<file path="src/rtl/seg_xlate_pkg.sv">
// Package: shared constants and reset-time table layout for the segment
// translator. Assumes at most four default entries; others reset to zero.
package seg_xlate_pkg;

    // Reset base for a given entry index.
    function automatic logic [31:0] dflt_base(input int idx);
        case (idx)
            0:       return 32'h4000;
            1:       return 32'h0000;
            3:       return 32'h2000;
            default: return 32'h0;
        endcase
    endfunction

    // Reset size for a given entry index; zero marks an unmapped hole.
    function automatic logic [31:0] dflt_size(input int idx);
        case (idx)
            0:       return 32'h0700;
            1:       return 32'h0500;
            3:       return 32'h1000;
            default: return 32'h0;
        endcase
    endfunction

endpackage

</file>
<file path="src/rtl/seg_table.sv">
// Module: segment table storage with a privileged write port and one
// combinational read port. Assumes writes without supervisor mode must be
// dropped silently; a write lands on the clock edge, so reads in the same
// cycle see the previous contents.
module seg_table
    import seg_xlate_pkg::*;
#(
    parameter int SEG_W  = 2,
    parameter int BASE_W = 16,
    parameter int SIZE_W = 15,
    localparam int N_SEG = 1 << SEG_W,
    localparam int ENT_W = BASE_W + SIZE_W
) (
    input  logic                   clk,
    input  logic                   rst_n,
    input  logic                   wr_en,
    input  logic                   wr_super,
    input  logic [SEG_W-1:0]       wr_idx,
    input  logic [BASE_W-1:0]      wr_base,
    input  logic [SIZE_W-1:0]      wr_size,
    input  logic [SEG_W-1:0]       rd_idx,
    output logic [BASE_W-1:0]      rd_base,
    output logic [SIZE_W-1:0]      rd_size,
    output logic [N_SEG*ENT_W-1:0] tbl_flat
);

    logic [BASE_W-1:0] base_q [N_SEG];
    logic [SIZE_W-1:0] size_q [N_SEG];
    logic              wr_ok;

    // Gate the write strobe with privilege.
    always_comb wr_ok = wr_en && wr_super;

    for (genvar g = 0; g < N_SEG; g++) begin : g_ent
        // Hold one entry: reset layout, then privileged writes.
        always_ff @(posedge clk) begin
            if (!rst_n) begin
                base_q[g] <= BASE_W'(dflt_base(g));
                size_q[g] <= SIZE_W'(dflt_size(g));
            end else if (wr_ok && (wr_idx == SEG_W'(g))) begin
                base_q[g] <= wr_base;
                size_q[g] <= wr_size;
            end
        end

        // Expose the entry for observation.
        always_comb tbl_flat[g*ENT_W +: ENT_W] = {base_q[g], size_q[g]};
    end

    // Select the addressed entry.
    always_comb begin
        rd_base = base_q[rd_idx];
        rd_size = size_q[rd_idx];
    end

endmodule

</file>
<file path="src/rtl/seg_bound_check.sv">
// Module: bound check and relocation for one offset against one entry.
// Purely combinational. Assumes PA_W >= OFF_W and SIZE_W = OFF_W + 1, so
// any offset can be compared against any size without truncation.
module seg_bound_check #(
    parameter int OFF_W  = 14,
    parameter int PA_W   = 16,
    parameter int SIZE_W = 15
) (
    input  logic [OFF_W-1:0]  offset,
    input  logic [PA_W-1:0]   base,
    input  logic [SIZE_W-1:0] size,
    output logic              over,
    output logic [PA_W-1:0]   paddr
);

    // Compare the widened offset with the bound; a zero size always trips.
    always_comb over = (SIZE_W'(offset) >= size);

    // Relocate: base plus offset, wrapping at the physical width.
    always_comb paddr = over ? '0 : (base + PA_W'(offset));

endmodule

</file>
<file path="src/rtl/seg_translator.sv">
// Module: top of the segment-table translator. Splits the virtual address
// into index and offset, looks the entry up, checks the bound and registers
// the result for one cycle. Assumes requests need no back-pressure.
module seg_translator #(
    parameter int VA_W   = 16,
    parameter int SEG_W  = 2,
    parameter int PA_W   = 16,
    localparam int OFF_W  = VA_W - SEG_W,
    localparam int SIZE_W = OFF_W + 1,
    localparam int N_SEG  = 1 << SEG_W,
    localparam int ENT_W  = PA_W + SIZE_W
) (
    input  logic              clk,
    input  logic              rst_n,
    input  logic              va_valid,
    input  logic [VA_W-1:0]   va_addr,
    input  logic              tw_en,
    input  logic              tw_super,
    input  logic [SEG_W-1:0]  tw_index,
    input  logic [PA_W-1:0]   tw_base,
    input  logic [SIZE_W-1:0] tw_size,
    output logic              xl_valid,
    output logic              xl_fault,
    output logic [PA_W-1:0]   xl_paddr
);

    logic [SEG_W-1:0]       seg_idx;
    logic [OFF_W-1:0]       seg_off;
    logic [PA_W-1:0]        sel_base;
    logic [SIZE_W-1:0]      sel_size;
    logic [N_SEG*ENT_W-1:0] tbl_flat;
    logic                   over;
    logic [PA_W-1:0]        reloc;

    // Split the virtual address into index and offset.
    always_comb begin
        seg_idx = va_addr[VA_W-1 -: SEG_W];
        seg_off = va_addr[OFF_W-1:0];
    end

    seg_table #(
        .SEG_W  (SEG_W),
        .BASE_W (PA_W),
        .SIZE_W (SIZE_W)
    ) i_table (
        .clk      (clk),
        .rst_n    (rst_n),
        .wr_en    (tw_en),
        .wr_super (tw_super),
        .wr_idx   (tw_index),
        .wr_base  (tw_base),
        .wr_size  (tw_size),
        .rd_idx   (seg_idx),
        .rd_base  (sel_base),
        .rd_size  (sel_size),
        .tbl_flat (tbl_flat)
    );

    seg_bound_check #(
        .OFF_W  (OFF_W),
        .PA_W   (PA_W),
        .SIZE_W (SIZE_W)
    ) i_check (
        .offset (seg_off),
        .base   (sel_base),
        .size   (sel_size),
        .over   (over),
        .paddr  (reloc)
    );

    // Register the result; idle cycles clear all outputs.
    always_ff @(posedge clk) begin
        if (!rst_n) begin
            xl_valid <= 1'b0;
            xl_fault <= 1'b0;
            xl_paddr <= '0;
        end else begin
            xl_valid <= va_valid;
            xl_fault <= va_valid && over;
            xl_paddr <= va_valid ? reloc : '0;
        end
    end

endmodule

</file>
<file path="config.mk">
export PLATFORM = sky130hd
export DESIGN_NAME = seg_translator
export DESIGN_NICKNAME = d
export VERILOG_FILES = /design/src/rtl/seg_xlate_pkg.sv /design/src/rtl/seg_table.sv /design/src/rtl/seg_bound_check.sv /design/src/rtl/seg_translator.sv
export SDC_FILE = /design/constraint.sdc
export NUM_CORES = 1
export LEC_CHECK = 0
export BUFFER_PORTS_ARGS = -buffer_cell sky130_fd_sc_hd__buf_2
export CAP_MARGIN = 20
export CORE_UTILIZATION = 64
export CTS_CLUSTER_DIAMETER = 60
export DETAILED_ROUTE_END_ITERATION = 8
export PLACE_DENSITY_LB_ADDON = 0.05
export SETUP_SLACK_MARGIN = 0.02
export SYNTH_ARGS = -nofsm -noshare
export SYNTH_HDL_FRONTEND = slang
export SYNTH_SLANG_ARGS = --single-unit
</file>
<file path="constraint.sdc">
create_clock -name clk -period 5.8 [get_ports clk]
set_input_delay 1.16 -clock clk [delete_from_list [all_inputs] [get_ports clk]]
set_output_delay 1.16 -clock clk [all_outputs]
set_load 0.1 [all_outputs]
</file>
# After elaboration in Yosys (flattened, before gate mapping)
# Memories as Yosys holds them, arrays and structs flattened.
# Cells that the tools add are included.
# word_totals
ff_bits	18
ram_bits	124
input_bits	54
out_inout_bits	18
wordCells	49
n_memories	2
# classes
add_sub_neg	1
magnitude_cmp	1
eq_ne	3
muxes	21
bitwise_logic	10
reduce_logical	8
# mem_list
name	words	word_bits	read_ports	rd_clocked_by_memory_dff	write_ports	line	source
i_table.base_q	4	16	1	0	4	seg_table.sv:27	logic [BASE_W-1:0] base_q [N_SEG];
i_table.size_q	4	15	1	0	4	seg_table.sv:28	logic [SIZE_W-1:0] size_q [N_SEG];
# op_table
operator	count
$mux 16	4
$mux 15	4
$add 16x14->16	1
$ge 14x15->1	1
$mux 1	13
$or 1x1->1	8
$logic_and 1x1->1	6
$eq 2x2->1 const B	2
$reduce_or 3->1	1
$eq 2x1->1 const B	1
$logic_not 2->1	1
$not 1->1	2

# Longest topological paths before layout
# depth
ltp_word	6
depth_mapped	13

# Modules after synthesis
# Synthesis repeated with hierarchy kept, for this count alone.
# hier_totals
hier_cells	547
area_unflattened_um2	7280.7
# by_module_without_submodules
mod	instances	cells_each	area_per_inst_um2	seq_area_each_um2
seg_table	1	351	5605.4	3723.6
seg_bound_check	1	158	1168.6	0.0
seg_translator	1	38	506.7	360.3

# Worst setup path before layout
# Ideal clock, no wire load.
# synth_path
path_type	input-to-reg
start	in va_addr[14]
end	reg xl_paddr[15]
setup_time_ps	70
t_arrival_ps	3989
required_ps	5730
path_slack_ps	1741
path_stages	10
cell_sequence	buf_6 -> buf_2 -> buf_2 -> mux4_2 -> ha_1 -> a21o_1 -> a2111oi_0 -> a211oi_1 -> o221a_2 -> a21oi_1
# synth_via
elab_chain_len	3
# synth_rtl
element	line	source
start: declaration	seg_translator.sv:16	input logic [VA_W-1:0] va_addr,
$mem_v2 4x15	--	
$ge 14x15->1	seg_bound_check.sv:17	always_comb over = (SIZE_W'(offset) >= size);
$reduce_or 3->1 (no source line)	--	
end signal: assignment	seg_translator.sv:80	xl_paddr <= va_valid ? reloc : '0;
end: declaration	seg_translator.sv:24	output logic [PA_W-1:0] xl_paddr
# Parallel ways exist; a longest one is shown, timed or not.
# A chain may end at the register's enable or synchronous reset.

# Worst setup path after layout
# layout_path
start	in va_addr[14]
end	reg xl_paddr[9]
# The elaborated chain is that of the path after synthesis.

==> run_results.csv <==
group,metric,value,unit
outcome,run_status,"finished clean",
grt,grt.overflow.total,0,
placed_design,finalWeightedCongestion,0.852,
setup_path,rr_startpoint,"i_table.size_q[2][8]$_SDFFCE_PN0P_",
cells_and_area,post_route_cells_drive_above_1_share,25.5,%
placed_design,dp_hpwl,9.23,mm
detailed_routing,overall_routed_net_length,14.3,mm
setup_path,regToRegEndpoint,"xl_paddr[9]$_SDFF_PP0_",
cts,num_cts_buffers,17,
floorplan,core_region_area,0.0104,mm²
floorplan,chipWidth,106,µm
setup_path,worst_path_dominant_cell_family,"compound AO/OA/AOI/OAI gates",
floorplan,num_rows,37,
cts,path_clk_slew,0.07,ns
cts,clock_insertion_delay_worst_skew,0.52,ns
worst_hold_path,hold_depth,4,
logic_synthesis,post_synth_main_area_contributors,"sky130_fd_sc_hd__edfxtp_1, sky130_fd_sc_hd__and2_1, sky130_fd_sc_hd__mux4_2",
power_and_ir_drop,total_switching_power,0.707,mW
setup_path,crit_path_max_fanout,23,
logic_synthesis,ys_dominant_reg_cell,"sky130_fd_sc_hd__edfxtp_1",
power_and_ir_drop,p_seq_share,44.4,%
setup_path,cp_slowest_cell,"sky130_fd_sc_hd__buf_2",
detailed_routing,detailedRoute.firstIterationViolations,298,
logic_synthesis,syn_nets,587,
setup_path,path_cells,"buf_2 -> mux4_2 -> inv_1 -> ha_1 -> a21o_1 -> a21o_1 -> a2111oi_0 -> o21ai_0 -> a21o_1 -> a2111oi_2",
sta,tightestPinTransition,0.829,ns
detailed_routing,postRouteAntennaNets,0,
worst_hold_path,holdPathEnd,"xl_paddr[0]$_SDFF_PP0_",
detailed_routing,drt-wirelength-per-cell,19.5,µm
detailed_routing,route.detailed.vias_per_inst,5.89,
cts,cts_tree,"done",
setup_path,critical_path_arrival,4.48,ns
detailed_routing,vias,4307,
logic_synthesis,yosysSeqAreaShare,59.2,%
cells_and_area,area_growth_syn_to_layout,17.2,%
grt,grt_max_degree,32,
cells_and_area,multiInputGateArea,0.00266,mm²
sta,timing.final.hold_violations,0,
setup_path,worst-endpoint-required,6.22,ns
sta,slew_headroom,44.7,%
floorplan,start_util,66.5,%
sta,finalClockSkew,0.00906,ns
cells_and_area,final_core_utilization,77.9,%
cells_and_area,final_net_count,665,
cts,cts_resized,0,
floorplan,die_height,106,µm
logic_synthesis,synthesis.yosys.warnings,0,
setup_path,setup.reg_to_reg.worst_slack,2.79,ns
logic_synthesis,postSynthRegisterBits,142,
grt,grt_pass1_vias,4461,
logic_synthesis,synth_edf_count,124,
sta,rsz0062_at_grt,"no",
run,maxCapViolations,0,
power_and_ir_drop,internal_power,2.00,mW
cts,ctsLongestPathBuffers,2,
setup_path,critPathCaptureType,"flip-flop",
floorplan,die_area,0.0112,mm²
sta,fin_setup_tns,0,ns
sta,final_period_minus_worst_setup_slack,4.06,ns
logic_synthesis,syn-mean-instance-area,13.7,µm²
floorplan,io_pins,72,
sta,finalSetupViolCount,0,
logic_synthesis,asyncSetResetFlopFracSynth,0,%
cts,cts_setup_buffers,0,
grt,grt_usage,27.9,%
logic_synthesis,postSynthCellCount,504,
logic_synthesis,yosysTopAreaCell,"sky130_fd_sc_hd__edfxtp_1",
power_and_ir_drop,share_comb_of_total_power,15.8,%
cts,root_buffer,"sky130_fd_sc_hd__clkbuf_8",
power_and_ir_drop,netSwitchingFraction,26.2,%
logic_synthesis,syn-cell-area,0.00690,mm²
sta,timing_max_transition_violations_final,0,
placed_design,portBuffers,71,
sta,achievable-frequency,246,MHz
power_and_ir_drop,cellPowerDensity,334,mW/mm²
cts,clock_sink_count,142,
detailed_routing,number_of_design_rule_violations_left_after_detail_routing,0,
cells_and_area,fillCellCount,642,
setup_path,worstPathBufferInverterCount,2,
detailed_routing,drt-pass1-iter-count,5,
grt,antenna_violations_before_repair,0,
power_and_ir_drop,max-vdd-ir-drop,0.000226,V
grt,global_route_wire_length_before_repair,22.5,mm
setup_path,crit_path_start_kind,"input port",
power_and_ir_drop,p_clk_share,39.8,%
worst_hold_path,hold_path_startpoint,"i_table.base_q[2][0]$_SDFFCE_PN0P_",
cts,hold_buffers,0,
worst_hold_path,timing.hold.worst.class,"reg2reg",
power_and_ir_drop,standby_leakage_power,3.21,nW
setup_path,cp_slowest_stage_delay,0.62,ns
sta,final.period_utilization,70.1,%
setup_path,worst-setup-path-type,"in2reg",
setup_path,critPathLaunch,"va_addr[14]",
cells_and_area,seqCellArea,0.00408,mm²
cts,h_tree_lvls,4,
logic_synthesis,count_of_different_cell_masters_after_synthesis,45,
logic_synthesis,yosys.area.top_type_share,54.0,%
setup_path,number_of_cells_on_the_worst_reg_to_reg_path,9,
setup_path,crit_path_frequent_cell,"sky130_fd_sc_hd__a21o_1",
cells_and_area,antenna-diode-count,0,
[power groups by stage]
stage | combinational (mW) | clock, mW | sequential (mW)
after floorplan | 0.221 | 0 | 1.31
after global placement | 0.411 | 0 | 1.22
after detailed placement | 0.424 | 0 | 1.22
after CTS | 0.427 | 1.08 | 1.20
after global routing | 0.462 | 1.12 | 1.21
final | 0.426 | 1.08 | 1.20
[through the flow]
step | power [mW] | hold WS (ns) | cells | instance area, µm² | setup slack [ns]
5_1_grt | 2.79 | 0.870 | 731 | 8080 | 1.35
3_5_place_dp | 1.64 | 0.817 | 699 | 7480 | 1.18
4_1_cts | 2.71 | 0.830 | 731 | 8080 | 1.72
3_3_place_gp | 1.63 | 0.810 | 697 | 7420 | 1.41
2_1_floorplan | 1.53 | 0.741 | 504 | 6900 | 1.74
6_report | 2.70 | 0.824 | 731 | 8080 | 1.74
[sequential cells by signal (all words and copies together) (netlist names)]
| register | cells |
|---|---|
| i_table.base_q | 64 |
| xl_valid | 1 |
| xl_fault | 1 |
| xl_paddr | 16 |
| i_table.size_q | 60 |
[routing by layer]
metal / track usage, % / part of all wire, % / vias to the layer above
met3: 6.56 / 6.4 / 34
met2: 46.5 / 50 / 180
met4: 12.2 / 2.2 / 0
met1: 35.0 / 41 / 2086
met5: 0 / 0 / -
li1: - / - / 2007
[worst min-delay path: cells and delay by family, from the launching register on]
family                   cells  cell delay, ns
flip-flops                   1            0.32
buffers and inverters        1            0.03
AND/OR/NAND/NOR              1            0.08
adder cells (fa/ha/maj)      1            0.12
multiplexers                 1            0.24
[logic make-up (layout without fill, tap and decap cells)]
| kind of cell | Yosys count | count (layout) | share of synthesized area (%) |
|---|---|---|---|
| AOI/OAI and AO/OA | 55 | 55 | 5.17 |
| adders and majority gates | 29 | 29 | 5.37 |
| and+or+nand+nor | 194 | 194 | 16.4 |
| buffers and inverters | 45 | 136 | 2.67 |
| DFF | 142 | 142 | 59.2 |
| muxes | 33 | 33 | 10.4 |
| xor gates and xnor gates | 6 | 6 | 0.762 |
[layout by cell type (no fill, tap or decap), types with 2 or more instances in the layout]
master	Yosys	layout
sky130_fd_sc_hd__and2_1	116	116
sky130_fd_sc_hd__nand2_1	11	11
sky130_fd_sc_hd__mux2i_1	2	2
sky130_fd_sc_hd__buf_4	0	9
sky130_fd_sc_hd__dfxtp_1	18	18
sky130_fd_sc_hd__nor2_1	25	24
sky130_fd_sc_hd__clkinv_2	0	2
sky130_fd_sc_hd__clkbuf_1	14	3
sky130_fd_sc_hd__a21o_1	6	6
sky130_fd_sc_hd__xor2_1	4	4
sky130_fd_sc_hd__a21oi_1	20	20
sky130_fd_sc_hd__a211oi_1	5	5
sky130_fd_sc_hd__edfxtp_1	124	124
sky130_fd_sc_hd__nand2b_1	10	10
sky130_fd_sc_hd__a2111oi_0	2	2
sky130_fd_sc_hd__clkbuf_16	0	21
sky130_fd_sc_hd__o21a_1	2	2
sky130_fd_sc_hd__buf_16	0	2
sky130_fd_sc_hd__nor3b_1	2	2
sky130_fd_sc_hd__o21ai_0	10	6
sky130_fd_sc_hd__ha_1	28	28
sky130_fd_sc_hd__inv_1	22	22
sky130_fd_sc_hd__and4_1	2	2
sky130_fd_sc_hd__nor2b_1	8	8
sky130_fd_sc_hd__nor3_1	5	3
sky130_fd_sc_hd__o21ai_2	0	4
sky130_fd_sc_hd__buf_2	5	71
sky130_fd_sc_hd__mux4_2	31	31
sky130_fd_sc_hd__xnor2_1	2	2
sky130_fd_sc_hd__clkbuf_8	0	2
sky130_fd_sc_hd__nand4_1	4	4
sky130_fd_sc_hd__clkinv_4	0	2
sky130_fd_sc_hd__or3_1	2	2
sky130_fd_sc_hd__nand3_1	5	5
[cell usage after synthesis (2+ instances only)]
library cell,count
sky130_fd_sc_hd__edfxtp_1,124
sky130_fd_sc_hd__and2_1,116
sky130_fd_sc_hd__mux4_2,31
sky130_fd_sc_hd__ha_1,28
sky130_fd_sc_hd__nor2_1,25
sky130_fd_sc_hd__inv_1,22
sky130_fd_sc_hd__a21oi_1,20
sky130_fd_sc_hd__dfxtp_1,18
sky130_fd_sc_hd__clkbuf_1,14
sky130_fd_sc_hd__nand2_1,11
sky130_fd_sc_hd__nand2b_1,10
sky130_fd_sc_hd__o21ai_0,10
sky130_fd_sc_hd__nor2b_1,8
sky130_fd_sc_hd__a21o_1,6
sky130_fd_sc_hd__a211oi_1,5
sky130_fd_sc_hd__buf_2,5
sky130_fd_sc_hd__nand3_1,5
sky130_fd_sc_hd__nor3_1,5
sky130_fd_sc_hd__nand4_1,4
sky130_fd_sc_hd__xor2_1,4
sky130_fd_sc_hd__a2111oi_0,2
sky130_fd_sc_hd__and4_1,2
sky130_fd_sc_hd__buf_1,2
sky130_fd_sc_hd__mux2i_1,2
sky130_fd_sc_hd__nor3b_1,2
sky130_fd_sc_hd__o21a_1,2
sky130_fd_sc_hd__or3_1,2
sky130_fd_sc_hd__xnor2_1,2
[cell type report]
type,count,area share (%)
multi-input cells,317,33.0
repair buffers,82,5.91
clock inverters,6,0.480
inverters,22,1.02
flip-flops and latches,142,50.5
clock buffers,26,6.98
well taps,136,2.11
[worst max-delay path by stage]
| stage | to | cells past startpoint | slack, ns |
|---|---|---|---|
| final | xl_paddr[9]$_SDFF_PP0_ | 10 | 1.74 |
| after global routing | xl_paddr[12]$_SDFF_PP0_ | 10 | 1.35 |
| after CTS | xl_paddr[9]$_SDFF_PP0_ | 10 | 1.72 |
| after detailed placement | xl_paddr[9]$_SDFF_PP0_ | 10 | 1.18 |
| after global placement | xl_paddr[15]$_SDFF_PP0_ | 10 | 1.41 |
| after floorplan | xl_paddr[15]$_SDFF_PP0_ | 10 | 1.74 |
(Power assumes the default switching activity.)
